--- config.mk ---
export PLATFORM = sky130hd
export DESIGN_NAME = asram_ctrl
export DESIGN_NICKNAME = d
export VERILOG_FILES = /design/src/rtl/asram_pkg.sv /design/src/rtl/asram_phase_timer.sv /design/src/rtl/asram_seq.sv /design/src/rtl/asram_pins.sv /design/src/rtl/asram_ctrl.sv
export SDC_FILE = /design/constraint.sdc
export NUM_CORES = 1
export LEC_CHECK = 0
export BUFFER_PORTS_ARGS = -buffer_cell sky130_fd_sc_hd__buf_2
export CAP_MARGIN = 20
export CORE_MARGIN = 1.5
export CORE_UTILIZATION = 47
export CTS_CLUSTER_DIAMETER = 40
export DETAILED_ROUTE_END_ITERATION = 6
export PLACE_DENSITY_LB_ADDON = 0.08
export SYNTH_ARGS = -nofsm -noshare
export SYNTH_HDL_FRONTEND = slang
export SYNTH_SLANG_ARGS = --single-unit
--- constraint.sdc ---
create_clock -name clk -period 3.28 [get_ports clk]
set_input_delay 0.164 -clock clk [delete_from_list [all_inputs] [get_ports clk]]
set_output_delay 0.164 -clock clk [all_outputs]
set_load 0.03 [all_outputs]
--- src/rtl/asram_pkg.sv ---
// Shared types and cycle arithmetic for the asynchronous RAM controller.
// Assumes all time parameters are integers in nanoseconds.
package asram_pkg;

    typedef enum logic [2:0] {
        PH_IDLE,
        PH_SETUP,
        PH_WPULSE,
        PH_WREC,
        PH_RACC
    } phase_e;

    // Ceiling of ns / period, never below one cycle.
    function automatic int unsigned ns_to_cyc(input int unsigned ns, input int unsigned period);
        int unsigned c;
        c = (ns + period - 1) / period;
        return (c == 0) ? 1 : c;
    endfunction

    function automatic int unsigned max2(input int unsigned a, input int unsigned b);
        return (a > b) ? a : b;
    endfunction

endpackage

--- src/rtl/asram_phase_timer.sv ---
// Loadable down-counter used to time one phase. It stops at zero.
// Assumes load_val fits in CNT_W bits.
module asram_phase_timer #(
    parameter int unsigned CNT_W = 3
) (
    input  logic             clk,
    input  logic             rst_n,
    input  logic             load,
    input  logic [CNT_W-1:0] load_val,
    output logic             zero
);
    logic [CNT_W-1:0] cnt;

    // Load on request, otherwise count down to zero.
    always_ff @(posedge clk) begin
        if (!rst_n)
            cnt <= '0;
        else if (load)
            cnt <= load_val;
        else if (cnt != '0)
            cnt <= cnt - 1'b1;
    end

    assign zero = (cnt == '0);
endmodule

--- src/rtl/asram_seq.sv ---
// Phase sequencer. It steps IDLE -> SETUP, then either WPULSE -> WREC or RACC,
// and then back to IDLE. A write pulse waits in SETUP until the bus
// release gap that follows the last read has passed.
// Assumes start is asserted only while ready is high.
module asram_seq
    import asram_pkg::*;
#(
    parameter int unsigned WP_CYC = 3,
    parameter int unsigned RD_CYC = 4,
    parameter int unsigned HZ_CYC = 1,
    parameter int unsigned CNT_W  = 3
) (
    input  logic   clk,
    input  logic   rst_n,
    input  logic   start,
    input  logic   start_wr,
    output phase_e phase_q,
    output phase_e phase_d,
    output logic   capture,
    output logic   ready
);
    logic             is_wr;
    logic             ph_zero;
    logic             turn_zero;
    logic             ph_load;
    logic [CNT_W-1:0] ph_val;
    logic             turn_load;

    asram_phase_timer #(.CNT_W(CNT_W)) u_ph_tmr (
        .clk(clk), .rst_n(rst_n), .load(ph_load), .load_val(ph_val), .zero(ph_zero)
    );

    asram_phase_timer #(.CNT_W(CNT_W)) u_turn_tmr (
        .clk(clk), .rst_n(rst_n), .load(turn_load),
        .load_val(CNT_W'(HZ_CYC)), .zero(turn_zero)
    );

    // Next-phase decode and phase timer loading.
    always_comb begin
        phase_d = phase_q;
        ph_load = 1'b0;
        ph_val  = '0;
        unique case (phase_q)
            PH_IDLE:   if (start) phase_d = PH_SETUP;
            PH_SETUP: begin
                if (!is_wr) begin
                    phase_d = PH_RACC;
                    ph_load = 1'b1;
                    ph_val  = CNT_W'(RD_CYC - 1);
                end else if (turn_zero) begin
                    phase_d = PH_WPULSE;
                    ph_load = 1'b1;
                    ph_val  = CNT_W'(WP_CYC - 1);
                end
            end
            PH_WPULSE: if (ph_zero) phase_d = PH_WREC;
            PH_WREC:   phase_d = PH_IDLE;
            PH_RACC:   if (ph_zero) phase_d = PH_IDLE;
            default:   phase_d = PH_IDLE;
        endcase
    end

    assign capture   = (phase_q == PH_RACC) && ph_zero;
    assign turn_load = capture;
    assign ready     = (phase_q == PH_IDLE);

    // Phase register.
    always_ff @(posedge clk) begin
        if (!rst_n)
            phase_q <= PH_IDLE;
        else
            phase_q <= phase_d;
    end

    // Remember the direction of the accepted request.
    always_ff @(posedge clk) begin
        if (!rst_n)
            is_wr <= 1'b0;
        else if (start)
            is_wr <= start_wr;
    end
endmodule

--- src/rtl/asram_pins.sv ---
// Pin stage. It registers the address, strobes, write data and bus enable
// from the next phase, so each pin changes only on a clock edge. It also
// captures read data per lane. Assumes DATA_W = 8 * LANES.
module asram_pins
    import asram_pkg::*;
#(
    parameter int unsigned ADDR_W = 18,
    parameter int unsigned LANES  = 2,
    localparam int unsigned DATA_W = 8 * LANES
) (
    input  logic              clk,
    input  logic              rst_n,
    input  logic              accept,
    input  logic [ADDR_W-1:0] req_addr,
    input  logic [DATA_W-1:0] req_wdata,
    input  logic [LANES-1:0]  req_mask,
    input  phase_e            phase_d,
    input  logic              capture,
    input  logic [DATA_W-1:0] d_in,
    output logic [ADDR_W-1:0] mem_addr,
    output logic              cs_n,
    output logic              wr_n,
    output logic              rd_n,
    output logic [LANES-1:0]  lane_n,
    output logic [DATA_W-1:0] d_out,
    output logic              d_en,
    output logic [DATA_W-1:0] rd_data,
    output logic              rd_valid
);
    logic [LANES-1:0] mask_q;
    logic             active_d;

    assign active_d = (phase_d == PH_WPULSE) || (phase_d == PH_RACC);

    // Latch the request fields when it is accepted.
    always_ff @(posedge clk) begin
        if (!rst_n) begin
            mem_addr <= '0;
            d_out    <= '0;
            mask_q   <= '0;
        end else if (accept) begin
            mem_addr <= req_addr;
            d_out    <= req_wdata;
            mask_q   <= req_mask;
        end
    end

    // Shared strobes and bus enable, registered from the next phase.
    always_ff @(posedge clk) begin
        if (!rst_n) begin
            cs_n <= 1'b1;
            wr_n <= 1'b1;
            rd_n <= 1'b1;
            d_en <= 1'b0;
        end else begin
            cs_n <= !active_d;
            wr_n <= (phase_d != PH_WPULSE);
            rd_n <= (phase_d != PH_RACC);
            d_en <= (phase_d == PH_WPULSE) || (phase_d == PH_WREC);
        end
    end

    // Read valid strobe.
    always_ff @(posedge clk) begin
        if (!rst_n)
            rd_valid <= 1'b0;
        else
            rd_valid <= capture;
    end

    for (genvar i = 0; i < LANES; i++) begin : g_lane
        // Lane enable follows the mask only inside an active phase.
        always_ff @(posedge clk) begin
            if (!rst_n)
                lane_n[i] <= 1'b1;
            else
                lane_n[i] <= !(active_d && mask_q[i]);
        end

        // Capture one lane, clearing it when the lane was not enabled.
        always_ff @(posedge clk) begin
            if (!rst_n)
                rd_data[8*i +: 8] <= '0;
            else if (capture)
                rd_data[8*i +: 8] <= mask_q[i] ? d_in[8*i +: 8] : 8'h00;
        end
    end
endmodule

--- src/rtl/asram_ctrl.sv ---
// Top of the asynchronous RAM controller. It takes one host request at a
// time and turns it into a strobe-controlled RAM read or write. Every
// interval is a whole number of clock cycles derived from ns parameters.
// Assumes the host holds req only while it wants a transfer, and that it
// checks busy.
module asram_ctrl
    import asram_pkg::*;
#(
    parameter int unsigned ADDR_W        = 18,
    parameter int unsigned CLK_PERIOD_NS = 20,
    parameter int unsigned T_WPULSE_NS   = 45,
    parameter int unsigned T_DSETUP_NS   = 25,
    parameter int unsigned T_WCYCLE_NS   = 55,
    parameter int unsigned T_RCYCLE_NS   = 55,
    parameter int unsigned T_ADDR_ACC_NS = 55,
    parameter int unsigned T_OE_ACC_NS   = 30,
    parameter int unsigned T_RELEASE_NS  = 20
) (
    input  logic              clk,
    input  logic              rst_n,
    input  logic              req,
    input  logic              req_wr,
    input  logic [ADDR_W-1:0] req_addr,
    input  logic [15:0]       req_wdata,
    input  logic [1:0]        req_mask,
    output logic              busy,
    output logic [15:0]       rd_data,
    output logic              rd_valid,
    output logic [ADDR_W-1:0] mem_addr,
    output logic              mem_cs_n,
    output logic              mem_wr_n,
    output logic              mem_rd_n,
    output logic              mem_lo_n,
    output logic              mem_hi_n,
    output logic [15:0]       mem_d_out,
    input  logic [15:0]       mem_d_in,
    output logic              mem_d_en
);
    localparam int unsigned LANES  = 2;
    // The setup phase already gives one cycle of the write cycle time.
    localparam int unsigned WP_CYC = max2(max2(ns_to_cyc(T_WPULSE_NS, CLK_PERIOD_NS),
                                               ns_to_cyc(T_DSETUP_NS, CLK_PERIOD_NS)),
                                          ns_to_cyc(T_WCYCLE_NS, CLK_PERIOD_NS) - 1);
    // Worst-case access time plus one margin cycle for capture.
    localparam int unsigned RD_CYC = max2(max2(ns_to_cyc(T_ADDR_ACC_NS, CLK_PERIOD_NS),
                                               ns_to_cyc(T_OE_ACC_NS, CLK_PERIOD_NS)),
                                          ns_to_cyc(T_RCYCLE_NS, CLK_PERIOD_NS)) + 1;
    localparam int unsigned HZ_CYC = ns_to_cyc(T_RELEASE_NS, CLK_PERIOD_NS);
    localparam int unsigned CNT_W  = $clog2(max2(max2(WP_CYC, RD_CYC), HZ_CYC) + 1);

    phase_e           phase_q;
    phase_e           phase_d;
    logic             capture;
    logic             ready;
    logic             accept;
    logic [LANES-1:0] lane_n;

    assign accept = req && ready;
    assign busy   = !ready;

    asram_seq #(
        .WP_CYC(WP_CYC), .RD_CYC(RD_CYC), .HZ_CYC(HZ_CYC), .CNT_W(CNT_W)
    ) u_seq (
        .clk(clk), .rst_n(rst_n), .start(accept), .start_wr(req_wr),
        .phase_q(phase_q), .phase_d(phase_d), .capture(capture), .ready(ready)
    );

    asram_pins #(.ADDR_W(ADDR_W), .LANES(LANES)) u_pins (
        .clk(clk), .rst_n(rst_n), .accept(accept),
        .req_addr(req_addr), .req_wdata(req_wdata), .req_mask(req_mask),
        .phase_d(phase_d), .capture(capture), .d_in(mem_d_in),
        .mem_addr(mem_addr), .cs_n(mem_cs_n), .wr_n(mem_wr_n), .rd_n(mem_rd_n),
        .lane_n(lane_n), .d_out(mem_d_out), .d_en(mem_d_en),
        .rd_data(rd_data), .rd_valid(rd_valid)
    );

    assign mem_lo_n = lane_n[0];
    assign mem_hi_n = lane_n[1];
endmodule

==> results.sh <==
export IMPL_num_rows=26
export IMPL_antenna_cells=0
export IMPL_netlist_area_um2=2517
export IMPL_ant_nets=0
export IMPL_postLayoutSetupSlackWorst_ps=1473
export IMPL_cts_made_buffers=9
export IMPL_syn2layout_area_growth_pct=29.72
export IMPL_skew_ps=8.731
export IMPL_post_synth_num_cell_types=33
export IMPL_finalWeightedCongestion=0.7453
export IMPL_power_density_nw_per_um2=674.8
export IMPL_drv_cap=0
export IMPL_tns_ps=0
export IMPL_crit_path_end_kind="flop"
export IMPL_finalCritPeriodShare=0.5509
export IMPL_avgSynthCellArea_um2=9.121
export IMPL_layout_commonest_cell="buf_2"
export IMPL_core_area_um2=5140
export IMPL_reg2reg_depth=6
export IMPL_rr_startpoint="u_seq.u_ph_tmr.cnt[0]$_SDFFE_PN0P_"
export IMPL_slowest_stage="and4bb_1"
export IMPL_dp_hpwl_um=3656
export IMPL_utilization=0.6353
export IMPL_dp_slack_ps=1472
export IMPL_clk_pin_slew_ps=70
export IMPL_cp_data_arrival_time_ps=2030
export IMPL_yosysWarnings=0
export IMPL_synth_fa_ha_area_frac=0.01988
export IMPL_status="complete, no violations"
export IMPL_die_w_um=76.19
export IMPL_start_util=0.4898
export IMPL_min_period_ps=1807
export IMPL_cts_htree_levels=3
export IMPL_final_cell_mix="113 x buf_2, 77 x nand2_1, 69 x dfxtp_1"
export IMPL_max_stage_delay_ps=460
export IMPL_crit_start="u_seq.u_ph_tmr.cnt[0]$_SDFFE_PN0P_"
export IMPL_io_buffer_count=113
export IMPL_ios=114
export IMPL_ys_seq_area_frac=0.5487
export IMPL_track_usage=0.1895
export IMPL_critPathMostFrequentCell="ha_1"
export IMPL_ys_seq_elements=69
export IMPL_wirelength_um=5351
export IMPL_critPathRequiredTime_ps=3500
export IMPL_seq_area_um2=1381
export IMPL_p_leak_nw=1.559
export IMPL_timing_fmax_mhz=553.4
export IMPL_r2r_end="u_pins.rd_data[5]$_SDFFE_PN0P_"
export IMPL_via_per_inst=4.836
export IMPL_cts_tree="yes"
export IMPL_syn_num_nets=336
export IMPL_initialDrtViolationCount=88
export IMPL_crit_chain="inv_1 > ha_1 > ha_1 > and4bb_1 > nor2_4 > a22o_1"
export IMPL_final_setup_viol_count=0
export IMPL_path_max_fanout=15
export IMPL_worst_setup_path_start_kind="flop"
export IMPL_clock_path_buffers=2
export IMPL_cp_endpoint="u_pins.rd_data[5]$_SDFFE_PN0P_"
export IMPL_multi_input_area_um2=979.7
export IMPL_antenna_found_initial=0
export IMPL_irDropWorstVdd_mv=0.3218
export IMPL_rsz0062_at_grt="false"
export IMPL_clock_sinks=69
export IMPL_relSlewSlack=0.4654
export IMPL_grt_pass1_wl_um=8811
export IMPL_tightest_slew_ps=800.8
export IMPL_cts_hold_buffers_added=0
export IMPL_dieArea_um2=5804
export IMPL_overflow=0
export IMPL_first_pass_iters=4
export IMPL_reg2reg_setup_slack_ps=1470
export IMPL_worstSetupPathType="flop to flop"
export IMPL_synthSimpleGateAreaFrac=0.1993
export IMPL_first_global_vias=2036
export IMPL_synthMuxAreaShare=0.007952
export IMPL_wl_per_cell_um=11.68
export IMPL_post_cts_resized=0
export IMPL_vias=2215
export IMPL_synth_top_family_by_area="simple AND/OR/NAND/NOR gates"
export IMPL_synth_compound_area_frac=0.1551
export IMPL_nFillCells=495
export IMPL_hold_class="primary input to flop"
export IMPL_drc=0
export IMPL_cts_root_buf="clkbuf_8"
export IMPL_grt_start_max_net_pins=47
export IMPL_finalHoldViolations=0
export IMPL_syn_inst=276
export IMPL_die_h_um=76.19
export IMPL_drive_gt1_frac=0.3505
export IMPL_synthXorXnorAreaFrac=0.006958
export IMPL_fin_nets=443
export IMPL_clock_latency_ps=330
export IMPL_post_cts_buffers=0
export IMPL_drv_slew=0
power breakdown:
group          internal [mW]  total [mW]  switching (mW)
combinational          0.198       0.521           0.323
clock                  0.425       0.722           0.297
sequential             0.920       0.960          0.0405
total                   1.54        2.20           0.661
cells by family after synthesis:
| group | after synthesis |
|---|---|
| compound gates | 62 |
| xor+xnor | 2 |
| fa+ha+maj | 4 |
| buf+inv | 27 |
| flops | 69 |
| mux | 2 |
| simple gates | 110 |
per-layer routing:
metal,share of wire,track usage
met1,0.44,0.2196
met2,0.47,0.3153
met3,0.069,0.06108
met4,0.022,0.09444
met5,0,0
flip-flops by register name (all words and copies together), names as in the netlist:
register and flops:
u_pins.d_out 16, u_seq.is_wr 1, u_pins.d_en 1, u_pins.rd_valid 1, u_pins.mem_addr 18, u_pins.rd_data 16
u_pins.wr_n 1, u_seq.phase_q 3, u_seq.u_turn_tmr.cnt 3, u_seq.u_ph_tmr.cnt 3, u_pins.mask_q 2, u_pins.cs_n 1
u_pins.lane_n 2, u_pins.rd_n 1
synthesized netlist by cell type:
cell type | count | area share
o21a_1 | 1 | 0.0030
buf_6 | 6 | 0.027
a31oi_1 | 1 | 0.0025
and4bb_1 | 1 | 0.0050
nor2_4 | 1 | 0.0045
ha_1 | 4 | 0.020
o41ai_2 | 1 | 0.0065
inv_1 | 7 | 0.010
dfxtp_1 | 69 | 0.55
o21ai_0 | 1 | 0.0020
buf_2 | 1 | 0.0020
a22o_1 | 15 | 0.052
nor2_1 | 9 | 0.013
nand4bb_1 | 1 | 0.0045
xnor2_1 | 2 | 0.0070
nand2b_1 | 2 | 0.0050
and2_1 | 5 | 0.012
and3_4 | 2 | 0.0089
or3b_2 | 2 | 0.0070
buf_1 | 1 | 0.0015
mux2i_1 | 2 | 0.0080
nand3_1 | 3 | 0.0060
nor3_1 | 3 | 0.0060
clkbuf_1 | 8 | 0.012
clkbuf_2 | 1 | 0.0020
nand4_1 | 2 | 0.0050
a41o_1 | 1 | 0.0040
a21oi_1 | 41 | 0.082
buf_4 | 2 | 0.0060
nand2_1 | 77 | 0.11
or3b_1 | 2 | 0.0070
inv_2 | 1 | 0.0015
a2111oi_0 | 1 | 0.0035
stage by stage:
stage | cells | hold WS (ps) | power, mW | cell area [um^2]
2_1_floorplan | 276 | 289.5 | 1.388 | 2517
3_3_place_gp | 442 | 374.8 | 1.492 | 3059
3_5_place_dp | 442 | 376.9 | 1.503 | 3059
4_1_cts | 458 | 31.57 | 2.222 | 3266
5_1_grt | 458 | 31.04 | 2.332 | 3266
6_report | 458 | 36.51 | 2.204 | 3266
worst max-delay path: cells and delay by family (launching register included):
kind / cells / cell delay, ps
flops: 1 / 320
compound gates: 1 / 280
simple gates: 2 / 600
buf+inv: 1 / 60
fa+ha+maj: 2 / 430
area by class of cell:
class | count | share of cell area
clock inverter | 5 | 0.02299
tap | 70 | 0.02682
multi-input combinational | 180 | 0.3000
clock buffer | 11 | 0.04023
sequential | 69 | 0.4230
inverter | 8 | 0.009195
timing repair buffer | 115 | 0.1778
worst min-delay path by stage:
| stage | endpoint | cells past startpoint | slack, ps | startpoint |
|---|---|---|---|---|
| global placement | u_pins.rd_data[15]$_SDFFE_PN0P_ | 2 | 370 | mem_d_in[15] |
| finish | u_pins.rd_data[13]$_SDFFE_PN0P_ | 2 | 40 | mem_d_in[13] |
| CTS | u_pins.rd_data[13]$_SDFFE_PN0P_ | 2 | 30 | mem_d_in[13] |
| global route | u_pins.rd_data[14]$_SDFFE_PN0P_ | 2 | 30 | mem_d_in[14] |
| detailed placement | u_pins.rd_data[2]$_SDFFE_PN0P_ | 2 | 380 | mem_d_in[2] |
| floorplan | u_pins.rd_data[10]$_SDFFE_PN0P_ | 1 | 290 | mem_d_in[10] |
Note: power is estimated with default switching activity, not from simulation.
